## src/rtl/rotu_pkg.sv

```systemverilog
package rotu_pkg;

    localparam int unsigned BYTE_W = 8;
    localparam int unsigned NIB_W  = 4;

    typedef enum logic [2:0] {
        OP_ROR  = 3'd0,
        OP_ROL  = 3'd1,
        OP_RORC = 3'd2,
        OP_ROLC = 3'd3,
        OP_DIGR = 3'd4,
        OP_DIGL = 3'd5,
        OP_NOP6 = 3'd6,
        OP_NOP7 = 3'd7
    } rot_op_e;

    typedef enum logic [2:0] {
        ST_IDLE = 3'd0,
        ST_BIT  = 3'd1,
        ST_RD   = 3'd2,
        ST_PAD  = 3'd3,
        ST_WR   = 3'd4
    } seq_state_e;

    function automatic logic op_is_digit(input rot_op_e o);
        return (o == OP_DIGR) || (o == OP_DIGL);
    endfunction

endpackage

```

## src/rtl/rotu_bit_alu.sv

```systemverilog
module rotu_bit_alu
    import rotu_pkg::*;
(
    input  rot_op_e            op,
    input  logic [BYTE_W-1:0]  a_in,
    input  logic               c_in,
    output logic [BYTE_W-1:0]  a_out,
    output logic               c_out
);

    logic [BYTE_W-1:0] shr;
    logic [BYTE_W-1:0] shl;

    // Inner positions of both shifts.
    genvar gi;
    generate
        for (gi = 0; gi < BYTE_W - 1; gi++) begin : g_inner
            assign shr[gi]   = a_in[gi+1];
            assign shl[gi+1] = a_in[gi];
        end
    endgenerate

    // The filled end bit depends on ring or through-carry.
    always_comb begin
        shr[BYTE_W-1] = (op == OP_RORC) ? c_in : a_in[0];
        shl[0]        = (op == OP_ROLC) ? c_in : a_in[BYTE_W-1];
    end

    always_comb begin
        a_out = a_in;
        c_out = c_in;
        unique case (op)
            OP_ROR, OP_RORC: begin
                a_out = shr;
                c_out = a_in[0];
            end
            OP_ROL, OP_ROLC: begin
                a_out = shl;
                c_out = a_in[BYTE_W-1];
            end
            default: begin
                a_out = a_in;
                c_out = c_in;
            end
        endcase
    end

endmodule

```

## src/rtl/rotu_digit_alu.sv

```systemverilog
module rotu_digit_alu
    import rotu_pkg::*;
(
    input  logic               left,
    input  logic [BYTE_W-1:0]  a_in,
    input  logic [BYTE_W-1:0]  m_in,
    output logic [BYTE_W-1:0]  a_out,
    output logic [BYTE_W-1:0]  m_out
);

    logic [NIB_W-1:0] a_lo, m_lo, m_hi;

    assign a_lo = a_in[NIB_W-1:0];
    assign m_lo = m_in[NIB_W-1:0];
    assign m_hi = m_in[BYTE_W-1:NIB_W];

    always_comb begin
        if (left) begin
            a_out = {a_in[BYTE_W-1:NIB_W], m_hi};
            m_out = {m_lo, a_lo};
        end else begin
            a_out = {a_in[BYTE_W-1:NIB_W], m_lo};
            m_out = {a_lo, m_hi};
        end
    end

endmodule

```

## src/rtl/rotu_seq.sv

```systemverilog
module rotu_seq
    import rotu_pkg::*;
#(
    parameter int unsigned ADDR_W       = 16,
    parameter int unsigned DIGIT_CLOCKS = 10
) (
    input  logic               clk,
    input  logic               rst_n,
    input  logic               start,
    input  logic [2:0]         op_in,
    input  logic [BYTE_W-1:0]  acc_in,
    input  logic               cy_in,
    input  logic [ADDR_W-1:0]  ptr_in,
    input  logic [BYTE_W-1:0]  mem_rdata,
    input  logic               mem_ready,
    input  logic [BYTE_W-1:0]  bit_acc,
    input  logic               bit_cy,
    input  logic [BYTE_W-1:0]  dig_acc,
    input  logic [BYTE_W-1:0]  dig_mem,
    output rot_op_e            op_q,
    output logic [BYTE_W-1:0]  acc_q,
    output logic               cy_q,
    output logic [BYTE_W-1:0]  mem_q,
    output logic [ADDR_W-1:0]  mem_addr,
    output logic               mem_req,
    output logic               mem_we,
    output logic [BYTE_W-1:0]  mem_wdata,
    output logic               done,
    output logic [BYTE_W-1:0]  acc_out,
    output logic               cy_out
);

    // Two cycles go to start and read, one to the write; the rest is padding.
    localparam int unsigned PAD_N = (DIGIT_CLOCKS > 3) ? DIGIT_CLOCKS - 3 : 1;
    localparam int unsigned CNT_W = (PAD_N > 1) ? $clog2(PAD_N) : 1;
    localparam logic [CNT_W-1:0] PAD_LAST = CNT_W'(PAD_N - 1);

    seq_state_e        state, state_nx;
    logic [CNT_W-1:0]  pad_cnt;
    logic              rd_hs, wr_hs;

    assign rd_hs = (state == ST_RD) && mem_ready;
    assign wr_hs = (state == ST_WR) && mem_ready;

    // Next-state logic.
    always_comb begin
        state_nx = state;
        unique case (state)
            ST_IDLE: if (start) state_nx = op_is_digit(rot_op_e'(op_in)) ? ST_RD : ST_BIT;
            ST_BIT:  state_nx = ST_IDLE;
            ST_RD:   if (mem_ready) state_nx = ST_PAD;
            ST_PAD:  if (pad_cnt == PAD_LAST) state_nx = ST_WR;
            ST_WR:   if (mem_ready) state_nx = ST_IDLE;
            default: state_nx = ST_IDLE;
        endcase
    end

    // State register.
    always_ff @(posedge clk or negedge rst_n) begin
        if (!rst_n) state <= ST_IDLE;
        else        state <= state_nx;
    end

    // Operand capture, pad counter and result registers.
    always_ff @(posedge clk or negedge rst_n) begin
        if (!rst_n) begin
            op_q     <= OP_ROR;
            acc_q    <= '0;
            cy_q     <= 1'b0;
            mem_q    <= '0;
            mem_addr <= '0;
            pad_cnt  <= '0;
            done     <= 1'b0;
            acc_out  <= '0;
            cy_out   <= 1'b0;
        end else begin
            done <= 1'b0;
            if (state == ST_IDLE && start) begin
                op_q     <= rot_op_e'(op_in);
                acc_q    <= acc_in;
                cy_q     <= cy_in;
                mem_addr <= ptr_in;
            end
            if (rd_hs) begin
                mem_q   <= mem_rdata;
                pad_cnt <= '0;
            end
            if (state == ST_PAD) pad_cnt <= pad_cnt + 1'b1;
            if (state == ST_BIT) begin
                acc_out <= bit_acc;
                cy_out  <= bit_cy;
                done    <= 1'b1;
            end
            if (wr_hs) begin
                acc_out <= dig_acc;
                cy_out  <= cy_q;
                done    <= 1'b1;
            end
        end
    end

    // Memory port outputs.
    always_comb begin
        mem_req   = (state == ST_RD) || (state == ST_WR);
        mem_we    = (state == ST_WR);
        mem_wdata = dig_mem;
    end

    a_r9_req_hold: assert property (@(posedge clk) disable iff (!rst_n)
        (mem_req && !mem_ready) |=> (mem_req && $stable(mem_we)
                                     && $stable(mem_addr) && $stable(mem_wdata)));

    a_r9_we_in_req: assert property (@(posedge clk) disable iff (!rst_n)
        mem_we |-> mem_req);

    a_r12_done_pulse: assert property (@(posedge clk) disable iff (!rst_n)
        done |=> !done);

    a_r7_carry_kept: assert property (@(posedge clk) disable iff (!rst_n)
        wr_hs |=> (done && cy_out == $past(cy_q)
                   && acc_out[BYTE_W-1:NIB_W] == $past(acc_q[BYTE_W-1:NIB_W])));

    a_r11_busy_ignore: assert property (@(posedge clk) disable iff (!rst_n)
        (state != ST_IDLE && start) |=> $stable(op_q) && $stable(acc_q));

    a_r10_no_mem_bitop: assert property (@(posedge clk) disable iff (!rst_n)
        (state == ST_BIT) |-> !mem_req);

endmodule

```

## src/rtl/acc_rotate_unit.sv

```systemverilog
module acc_rotate_unit
    import rotu_pkg::*;
#(
    parameter int unsigned ADDR_W       = 16,
    parameter int unsigned DIGIT_CLOCKS = 10
) (
    input  logic               clk,
    input  logic               rst_n,
    input  logic               start,
    input  logic [2:0]         op,
    input  logic [7:0]         acc_in,
    input  logic               cy_in,
    input  logic [ADDR_W-1:0]  ptr_in,
    output logic [7:0]         acc_out,
    output logic               cy_out,
    output logic               done,
    output logic               mem_req,
    output logic               mem_we,
    output logic [ADDR_W-1:0]  mem_addr,
    output logic [7:0]         mem_wdata,
    input  logic [7:0]         mem_rdata,
    input  logic               mem_ready
);

    rot_op_e            op_q;
    logic [BYTE_W-1:0]  acc_q, mem_q, bit_acc, dig_acc, dig_mem;
    logic               cy_q, bit_cy;

    rotu_seq #(
        .ADDR_W       (ADDR_W),
        .DIGIT_CLOCKS (DIGIT_CLOCKS)
    ) u_seq (
        .clk       (clk),
        .rst_n     (rst_n),
        .start     (start),
        .op_in     (op),
        .acc_in    (acc_in),
        .cy_in     (cy_in),
        .ptr_in    (ptr_in),
        .mem_rdata (mem_rdata),
        .mem_ready (mem_ready),
        .bit_acc   (bit_acc),
        .bit_cy    (bit_cy),
        .dig_acc   (dig_acc),
        .dig_mem   (dig_mem),
        .op_q      (op_q),
        .acc_q     (acc_q),
        .cy_q      (cy_q),
        .mem_q     (mem_q),
        .mem_addr  (mem_addr),
        .mem_req   (mem_req),
        .mem_we    (mem_we),
        .mem_wdata (mem_wdata),
        .done      (done),
        .acc_out   (acc_out),
        .cy_out    (cy_out)
    );

    rotu_bit_alu u_bit (
        .op    (op_q),
        .a_in  (acc_q),
        .c_in  (cy_q),
        .a_out (bit_acc),
        .c_out (bit_cy)
    );

    rotu_digit_alu u_dig (
        .left  (op_q == OP_DIGL),
        .a_in  (acc_q),
        .m_in  (mem_q),
        .a_out (dig_acc),
        .m_out (dig_mem)
    );

    // Digit rotates write back to the byte they read.
    a_r5_same_addr: assert property (@(posedge clk) disable iff (!rst_n)
        (mem_req && !mem_we) |=> (!mem_req || $stable(mem_addr)));

endmodule

```

## config.mk

```make
export PLATFORM = sky130hd
export DESIGN_NAME = acc_rotate_unit
export DESIGN_NICKNAME = d
export VERILOG_FILES = /design/src/rtl/rotu_pkg.sv /design/src/rtl/rotu_bit_alu.sv /design/src/rtl/rotu_digit_alu.sv /design/src/rtl/rotu_seq.sv /design/src/rtl/acc_rotate_unit.sv
export SDC_FILE = /design/constraint.sdc
export NUM_CORES = 1
export LEC_CHECK = 0
export CAP_MARGIN = 5
export CORE_UTILIZATION = 25
export CTS_BUF_LIST = sky130_fd_sc_hd__clkbuf_4 sky130_fd_sc_hd__clkbuf_8 sky130_fd_sc_hd__clkbuf_16
export DETAILED_ROUTE_END_ITERATION = 8
export HOLD_SLACK_MARGIN = 0.08
export PLACE_DENSITY = 0.46
export SLEW_MARGIN = 10
export SYNTH_ARGS = -nofsm -noshare
export SYNTH_HDL_FRONTEND = slang
export SYNTH_HIERARCHICAL = 1
export SYNTH_SLANG_ARGS = --single-unit
```

## constraint.sdc

```tcl
create_clock -name clk -period 2 [get_ports clk]
set_clock_uncertainty 0.2 [all_clocks]
set_input_delay 0.3 -clock clk [delete_from_list [all_inputs] [get_ports clk]]
set_output_delay 0.3 -clock clk [all_outputs]
set_load 0.005 [all_outputs]
```

==> metrics, run 1 <==
All-Layer GR Usage=0.111; CP top delay family=flip-flops; Reg clk slew, reported paths=0.10 ns; worst min-delay path class=register to register; most common cell after layout, fill and taps aside=clkdlybuf4s50_1; top_reg_cell synth=dfrtp_1; Detailed Route Iter0 Violations=56; status=finished with violations; Top Ports=76; Sink Count=52; Max FO, Critical Path=7; Via density=between 4 and 5; Pre-Repair DR Iteration Count=4; CP bufs+invs=3; CP Cell Sequence=and3b_2 > buf_12 > buf_6 > mux2_4 > buf_6; cell count after placement=411; async set-or-reset flop fraction in the synthesized netlist=1.00; PnR worst setup slack=-0.0772 ns; dpl ws=-0.0600 ns; drt total wl=just over 6 mm; initial antenna violation count=0; Overall Power=a little under 6 mW; EDFF count, synth=0; power density cells=between 1500 and 2000 mW/mm2; number of diodes=0; Seq cells post-synth=52; Period minus WS final=2.08 ns; Gate Count Post-Synth=208; relative slew slack=0.786; Max Cap Viol=0; post-synth net total=250; Max Slew Vio Count=0; IO Port Bufs=75; startpoint types=register; violated checks=negative setup slack; crit path max-delay cell type=dfrtp_1; Mapped Area=0.00267 mm2; TritonCTS buffer count=5; Final #Nets=342; synth warn=6; WS Path Type=register to output port; Post-DRT Antenna Nets=0; Worst Setup End Kind=output port; leakage=1.70 nW; Worst Path Required=1.50 ns; Avg Inst Size Synth=around 13 um2; starting density of the core=0.259; die height=105 um; Site Rows=37; layout cells sized above 1=0.370; Via Count=1899; fmax=481 MHz; TritonCTS clock tree=yes; Root Buffer=clkbuf_8; global-route wire length before repair=around 9.9 mm; Final setup viols=4; fin cells=436; Peak VDD IR=a little over 0.7 mV; clock buffer depth=2; Fin. Hold Viols=0; unrepaired setup endpoints after global routing=yes; vias in the first global route=2013; fill count=1042; DIE AREA=0.0111 mm2; H-tree depth=2; core area=0.0103 mm2; sequential-to-total area share from yosys stat=0.487; Worst-Margin Slew=approximately 0.32 ns; die width=between 100 and 150 um; Tcrit/Tclk final=1.04; Data arrival, critical path=1.58 ns; area occupied by registers=0.00130 mm2; most frequent cell on the critical path=buf_6; Slowest Stage Delay on Critical Path=around 0.39 ns; WL per Instance=14.3 um; most frequent cells in the layout=clkdlybuf4s50_1, dfrtp_1, mux2_2, buf_4, buf_6; multi-input logic area=0.00122 mm2; routability cong.=approximately 0.7; dpl hpwl=4.10 mm; later-pin clock latency in the skew report=0.30 ns; Synth cell types=33; area grow syn2layout=45.6%; DRC viols=0; GRT overflow=0; post-layout util=0.377; largest net degree at the start of global routing=53
-- cells in the mapped netlist (3+ instances only) --
library cell	n	share of area
dfrtp_1	52	0.49
mux2_4	10	0.056
mux2_2	42	0.18
o21ai_0	11	0.021
nand2b_1	4	0.0094
nand2_1	10	0.014
a21oi_1	3	0.0056
a22o_1	8	0.026
buf_2	4	0.0075
inv_1	3	0.0042
a21o_1	8	0.022
buf_4	16	0.045
nor2b_1	3	0.0070
nor2_1	3	0.0042
mux2i_1	8	0.030
-- final timing paths --
kind                       cells after the start  slack [ns]                      endpoint                         start
min reg2reg                                    1        0.28  u_seq/acc_out[2]$_DFFE_PN0P_  u_seq/acc_out[2]$_DFFE_PN0P_
max reg2reg                                    7           0  u_seq/acc_out[1]$_DFFE_PN0P_     u_seq/op_q[1]$_DFFE_PN0P_
max in group asynchronous                      3        1.02    u_seq/state[1]$_DFFE_PN0P_                         rst_n
max                                            5       -0.08                  mem_wdata[1]     u_seq/op_q[0]$_DFFE_PN0P_
min                                            1        0.28  u_seq/acc_out[2]$_DFFE_PN0P_  u_seq/acc_out[2]$_DFFE_PN0P_
min in group asynchronous                      3        0.33    u_seq/mem_q[7]$_DFFE_PN0P_                         rst_n
-- metrics by stage --
stage               setup TNS [ns]  cell area [um2]  hold slack, ns
finish                      -0.289             3890           0.285
global route                 -1.17             3890           0.321
CTS                         -0.368             3760           0.288
detailed placement          -0.752             3580           0.124
global placement            -0.455             3580           0.126
floorplan                        0             2670          -0.196
-- power breakdown --
part | leakage (nW) | total [mW] | internal [mW] | switching (mW)
sequential | 0.620 | 2.01 | 1.58 | 0.430
clock | 0.0503 | 0.646 | 0.309 | 0.337
combinational | 1.03 | 3.20 | 2.11 | 1.09
-- layer usage --
metal  track usage  wire length [um]
met5             0                 0
met4        0.0241                27
met3        0.0322               357
met2         0.194              3070
met1         0.134              2760
-- flip-flops by register name, indices dropped and copies added, names as in the netlist, 3 cells and up --
signal,cells
u_seq/mem_q,8
u_seq/acc_q,8
u_seq/op_q,3
u_seq/acc_out,8
u_seq/pad_cnt,3
u_seq/mem_addr,16
u_seq/state,3
-- timing repair --
item | 4_1_cts | 5_1_grt
setup endpoints to repair | 10 | 45
hold buffers | 1 | 0
endpoints found under the hold margin | 52 | 0
gates cloned | 0 | 3
buffers inserted | 9 | 5
pin swaps | 2 | 1
gates resized for setup | 45 | 6
-- area by class of cell --
type / instances / share of cell area
Sequential cell: 52 / 0.335
Multi-Input combinational cell: 130 / 0.312
Timing Repair Buffer: 108 / 0.281
Tap cell: 136 / 0.0437
Clock buffer: 7 / 0.0248
Inverter: 3 / 0.00289
-- kinds of logic after synthesis --
| family | share of synthesized area |
|---|---|
| AOI/OAI and AO/OA | 0.0931 |
| adders and majority gates | 0.00936 |
| buffers and inverters | 0.0664 |
| DFF | 0.487 |
| muxes | 0.263 |
| and+or+nand+nor | 0.0814 |
(Power assumes the default switching activity.)
==> run 2, diff against run 1 <==
==> constraint.sdc (replaced) <==
create_clock -name clk -period 2.5 [get_ports clk]
set_clock_uncertainty 0.2 [all_clocks]
set_input_delay 0.375 -clock clk [delete_from_list [all_inputs] [get_ports clk]]
set_output_delay 0.375 -clock clk [all_outputs]
set_load 0.005 [all_outputs]
==> metrics, run 2 (synthesized netlist as in run 1, its figures left out) <==
die height=105 um (unchanged); Worst Path Required=1.92 ns (+0.42 ns); largest net degree at the start of global routing=31 (-42%); final hold slack=0.289 ns (+0.00440 ns); Data arrival, critical path=1.86 ns (+0.28 ns); CP top delay family=buffers and inverters; Placed Area=0.00352 mm2 (-1.8%); vias in the first global route=1940 (-3.6%); Final #Nets=321 (-6.1%); starting density of the core=0.259 (unchanged); Top reg by flops=u_seq/mem_addr; GRT overflow=0 (unchanged); Reg clk slew, reported paths=0.10 ns (about the same); clock buffer depth=2 (unchanged); routability cong.=0.677 (-3.0%); internal power=2.98 mW (-25%); die width=105 um (unchanged); DRC viols=0 (unchanged); setup_tns=0 ns (+0.289 ns); initial antenna violation count=0 (unchanged); Clk pwr share=0.119 (+0.009); WS Path Type=register to output port; most frequent cells in the layout=clkdlybuf4s50_1, dfrtp_1, mux2_2, o21ai_0; Peak VDD IR=0.447 mV (-37%); Max Cap Viol=0 (unchanged); crit path max-delay cell type=clkdlybuf4s50_1; Top Ports=76 (unchanged); Seq pwr share=0.378 (+0.035); Via Count=1813 (-4.5%); layout cells sized above 1=0.282 (-0.0879); Max FO, Critical Path=11 (+4); Worst Setup End Kind=output port; CP bufs+invs=2 (-1); CP Cell Sequence=and3b_1 > buf_6 > mux2_4 > clkdlybuf4s50_1; later-pin clock latency in the skew report=0.31 ns (about the same); Site Rows=37 (unchanged); Final setup viols=0 (-4); Post-DRT Antenna Nets=0 (unchanged); leakage=1.54 nW (-9.1%); Final Cell Area=0.00366 mm2 (-6.1%); status=finished clean; startpoint types=register; worst min-delay path class=register to register; max FFs per register=16 (unchanged); global-route wire length before repair=9.92 mm (+0.49%); WL per Instance=14.5 um (+1.7%); combinational power share=0.503 (-0.043); dpl hpwl=4.21 mm (+2.7%); Root Buffer=clkbuf_8; Period minus WS final=about 2.4 ns; relative slew slack=0.605 (-0.181); Fin. Hold Viols=0 (unchanged); Pre-Repair DR Iteration Count=4 (unchanged); NetSw=1.45 mW (-22%); most common cell after layout, fill and taps aside=clkdlybuf4s50_1; Sink Count=52 (unchanged); Worst-Margin Slew=0.593 ns (+0.271 ns); Tcrit/Tclk final=0.973; Max Slew Vio Count=0 (unchanged); IO Port Bufs=75 (unchanged); number of diodes=0 (unchanged); TritonCTS buffer count=5 (unchanged); area grow syn2layout=36.7%; Via density=4.36 (about the same); Detailed Route Iter0 Violations=54 (-3.6%); Slowest Stage Delay on Critical Path=0.45 ns (+0.06 ns); fmax=411 MHz; drt total wl=6.03 mm (-3.0%); TritonCTS clock tree=yes; core area=0.0103 mm2 (unchanged); H-tree depth=2 (unchanged); power density cells=1210 mW/mm2 (-19%); DIE AREA=0.0111 mm2 (unchanged); All-Layer GR Usage=0.114 (+0.00319); sw frac=0.327 (+0.00934)
## run 2: per-stage QoR
stage / power [mW] / setup WS, ns / util / cells
floorplan: 3.08 / 0.635 / - / 208
global placement: 3.89 / 0.310 / 0.341 / 404
detailed placement: 3.92 / 0.282 / 0.341 / 404
CTS: 4.50 / 0.0218 / 0.352 / 414
global route: 4.78 / -0.00107 / 0.354 / 416
finish: 4.43 / 0.0676 / 0.354 / 416
## run 2: worst paths after layout
path,start,end,slack (ns),cells past startpoint
max in group asynchronous,rst_n,u_seq/state[1]$_DFFE_PN0P_,1.13,3
setup / recovery,u_seq/op_q[1]$_DFFE_PN0P_,mem_wdata[4],0.07,4
min in group asynchronous,rst_n,u_seq/acc_out[0]$_DFFE_PN0P_,0.40,2
hold / removal,u_seq/acc_out[0]$_DFFE_PN0P_,u_seq/acc_out[0]$_DFFE_PN0P_,0.29,1
setup reg to reg,u_seq/state[0]$_DFFE_PN0P_,u_seq/acc_out[4]$_DFFE_PN0P_,0.46,3
hold reg to reg,u_seq/acc_out[0]$_DFFE_PN0P_,u_seq/acc_out[0]$_DFFE_PN0P_,0.29,1
## run 2: area by class of cell
cell class | count | area, um2
Clock buffer | 7 | 90.1
Clock inverter | 1 | 7.51
Multi-Input combinational cell | 130 | 1210
Timing Repair Buffer | 87 | 867
Fill cell | 1038 | 6670
Tap cell | 136 | 170
Sequential cell | 52 | 1300
Inverter | 3 | 11.3
## run 2: timing repair
item / CTS / global route
hold buffers: 1 / 0
setup buffers: 1 / 2
hold endpoints to repair: 22 / 0
endpoints found under the setup margin: 8 / 7
gates resized for setup: 1 / 1
## run 2: layer usage
metal / GRT usage / vias up / part of all wire
met5: 0 / - / 0
met2: 0.189 / 53 / 0.48
met1: 0.144 / 881 / 0.46
met3: 0.0328 / 7 / 0.054
met4: 0.0332 / 0 / 0.011
li1: - / 872 / -
## run 2: power groups by stage
stage	Clock [mW]	Combinational [mW]	Sequential, mW
after global routing	0.586	2.44	1.75
after detailed placement	0	2.21	1.71
after CTS	0.571	2.24	1.69
after floorplan	0	1.51	1.56
after global placement	0	2.18	1.71
final	0.528	2.23	1.67
==> run 3, diff against run 2 <==
==> constraint.sdc (replaced) <==
create_clock -name clk -period 2.5 [get_ports clk]
set_clock_uncertainty 0.2 [all_clocks]
set_input_delay 0.5 -clock clk [delete_from_list [all_inputs] [get_ports clk]]
set_output_delay 0.5 -clock clk [all_outputs]
set_load 0.005 [all_outputs]
==> metrics, run 3 (synthesized netlist as in run 1, its figures left out) <==
Worst-Margin Slew=0.503 ns (-0.0897 ns); fin cells=415 (-0.24%); area grow syn2layout=36.1%; max FFs per register=16 (unchanged); DIE AREA=0.0111 mm2 (unchanged); Final #Nets=320 (-0.31%); startpoint types=register; fill count=1042 (+0.39%); vias in the first global route=1933 (-0.36%); setup_tns=0 ns (unchanged); Worst R2R End=u_seq/acc_out[4]$_DFFE_PN0P_; status=finished clean; TritonCTS clock tree=yes; All-Layer GR Usage=0.111 (-0.00277); starting density of the core=0.259 (unchanged); area occupied by registers=0.00130 mm2 (+0.19%); Hold Crit Depth=1 (unchanged); cell count after placement=406 (+0.50%); Top reg by flops=u_seq/mem_addr; GRT overflow=0 (unchanged); largest net degree at the start of global routing=53 (+71%); core area=0.0103 mm2 (unchanged); fmax=421 MHz (+2.3%); multi-input logic area=0.00121 mm2 (unchanged); IO Port Bufs=75 (unchanged); die width=105 um (unchanged); drt total wl=5.69 mm (-5.6%); Detailed Route Iter0 Violations=63 (+17%); Pre-Repair DR Iteration Count=4 (unchanged); dpl hpwl=4.04 mm (-4.1%); later-pin clock latency in the skew report=0.31 ns (about the same); initial antenna violation count=0 (unchanged); number of diodes=0 (unchanged); leakage=1.55 nW (+0.53%); Post-CTS Setup Bufs=0 (-1); Worst Path Required=1.80 ns (-0.12 ns); Max Cap Viol=0 (unchanged); DRC viols=0 (unchanged); WS Path Type=register to output port; Max FO, Critical Path=11 (unchanged); Via Count=1825 (+0.66%); most common cell after layout, fill and taps aside=clkdlybuf4s50_1; Tcrit/Tclk final=0.951 (-0.0219); Reg clk slew, reported paths=0.10 ns (about the same); die height=105 um (unchanged); Period minus WS final=2.38 ns (-0.0547 ns); Data arrival, critical path=1.68 ns (-0.18 ns); Reg2Reg Setup Slack=0.52 ns (+0.06 ns); Sink Count=52 (unchanged); Top Ports=76 (unchanged); WHS Endpoint=u_seq/acc_out[3]$_DFFE_PN0P_; worst reg2reg startpoint=u_seq/state[1]$_DFFE_PN0P_; routability cong.=0.702 (+3.7%); WL per Instance=13.7 um (-5.4%); Final setup viols=0 (unchanged); unrepaired setup endpoints after global routing=no; Peak VDD IR=0.413 mV (-7.6%); Worst Setup End Kind=output port; relative slew slack=0.664 (+0.0594); Post-DRT Antenna Nets=0 (unchanged); R2R cell count=3 (unchanged); TritonCTS buffer count=5 (unchanged); Site Rows=37 (unchanged); Root Buffer=clkbuf_8; hold path start=u_seq/acc_out[3]$_DFFE_PN0P_; Max Slew Vio Count=0 (unchanged); global-route wire length before repair=9.76 mm (-1.5%); Fin. Hold Viols=0 (unchanged); layout cells sized above 1=0.287 (+0.00460); most frequent cells in the layout=clkdlybuf4s50_1, dfrtp_1, mux2_2, o21ai_0; Via density=4.40 (+0.90%); power density cells=1190 mW/mm2 (-1.8%); H-tree depth=2 (unchanged); worst min-delay path class=register to register; clock buffer depth=2 (unchanged)
==> run 3: cell count changes in the layout (fill, tap and decap cells not counted) <==
cell             previous run  this run
clkinv_2                    0         1
dfrtp_1                    52        50
clkbuf_4                    1         0
dfrtp_2                     0         2
dlygate4sd2_1               0         8
inv_6                       0         1
buf_4                       8         7
clkdlybuf4s50_1            74        66
clkinvlp_4                  1         0
==> run 3: worst max-delay path by stage <==
stage	start	endpoint	slack (ns)
after floorplan	u_seq/op_q[1]$_DFFE_PN0P_	mem_wdata[0]	0.51
after global placement	mem_ready	u_seq/acc_out[7]$_DFFE_PN0P_	0.25
after detailed placement	mem_ready	u_seq/acc_out[1]$_DFFE_PN0P_	0.25
after CTS	u_seq/state[1]$_DFFE_PN0P_	mem_req	0.09
after global routing	u_seq/state[1]$_DFFE_PN0P_	mem_req	0.03
final	u_seq/state[1]$_DFFE_PN0P_	mem_req	0.12
==> run 3: through the flow <==
stage	utilization	area, um2	setup WS [ns]	hold slack, ns	power [mW]
after floorplan	-	2670	0.510	0.00441	3.08
after global placement	0.342	3530	0.254	0.261	3.90
after detailed placement	0.342	3530	0.247	0.267	3.92
after CTS	0.353	3640	0.0892	0.292	4.42
after global routing	0.353	3640	0.0289	0.319	4.70
final	0.353	3640	0.122	0.284	4.33
==> run 3: cell type report <==
class | instances | share of cell area
timing repair buffer | 86 | 0.233
tap | 136 | 0.0468
inverter | 3 | 0.00309
sequential | 52 | 0.358
clock buffer | 6 | 0.0227
clock inverter | 2 | 0.00378
multi-input combinational | 130 | 0.332
==> run 3: critical path: stages (launching register included) <==
cell             delay [ns]
dfrtp_2                0.53
nand2b_1               0.19
a21oi_1                0.14
clkdlybuf4s50_1        0.51
==> run 3: where the power goes <==
group / internal [mW] / switching (mW)
combinational: 1.42 / 0.773
sequential: 1.26 / 0.359
clock: 0.227 / 0.291
total: 2.91 / 1.42
==> run 3: repair_timing <==
item                       in CTS  in global routing
hold endpoints to repair       52                  0
hold buffers                    1                  0
gates resized for setup        12                  0
setup endpoints to repair      10                  0
==> run 3: routing by layer <==
metal / global-route usage / part of all wire / up-vias
met5: 0 / 0 / -
met4: 0.0302 / 0.0088 / 0
met2: 0.186 / 0.48 / 50
li1: - / - / 872
met1: 0.140 / 0.46 / 898
met3: 0.0328 / 0.059 / 5
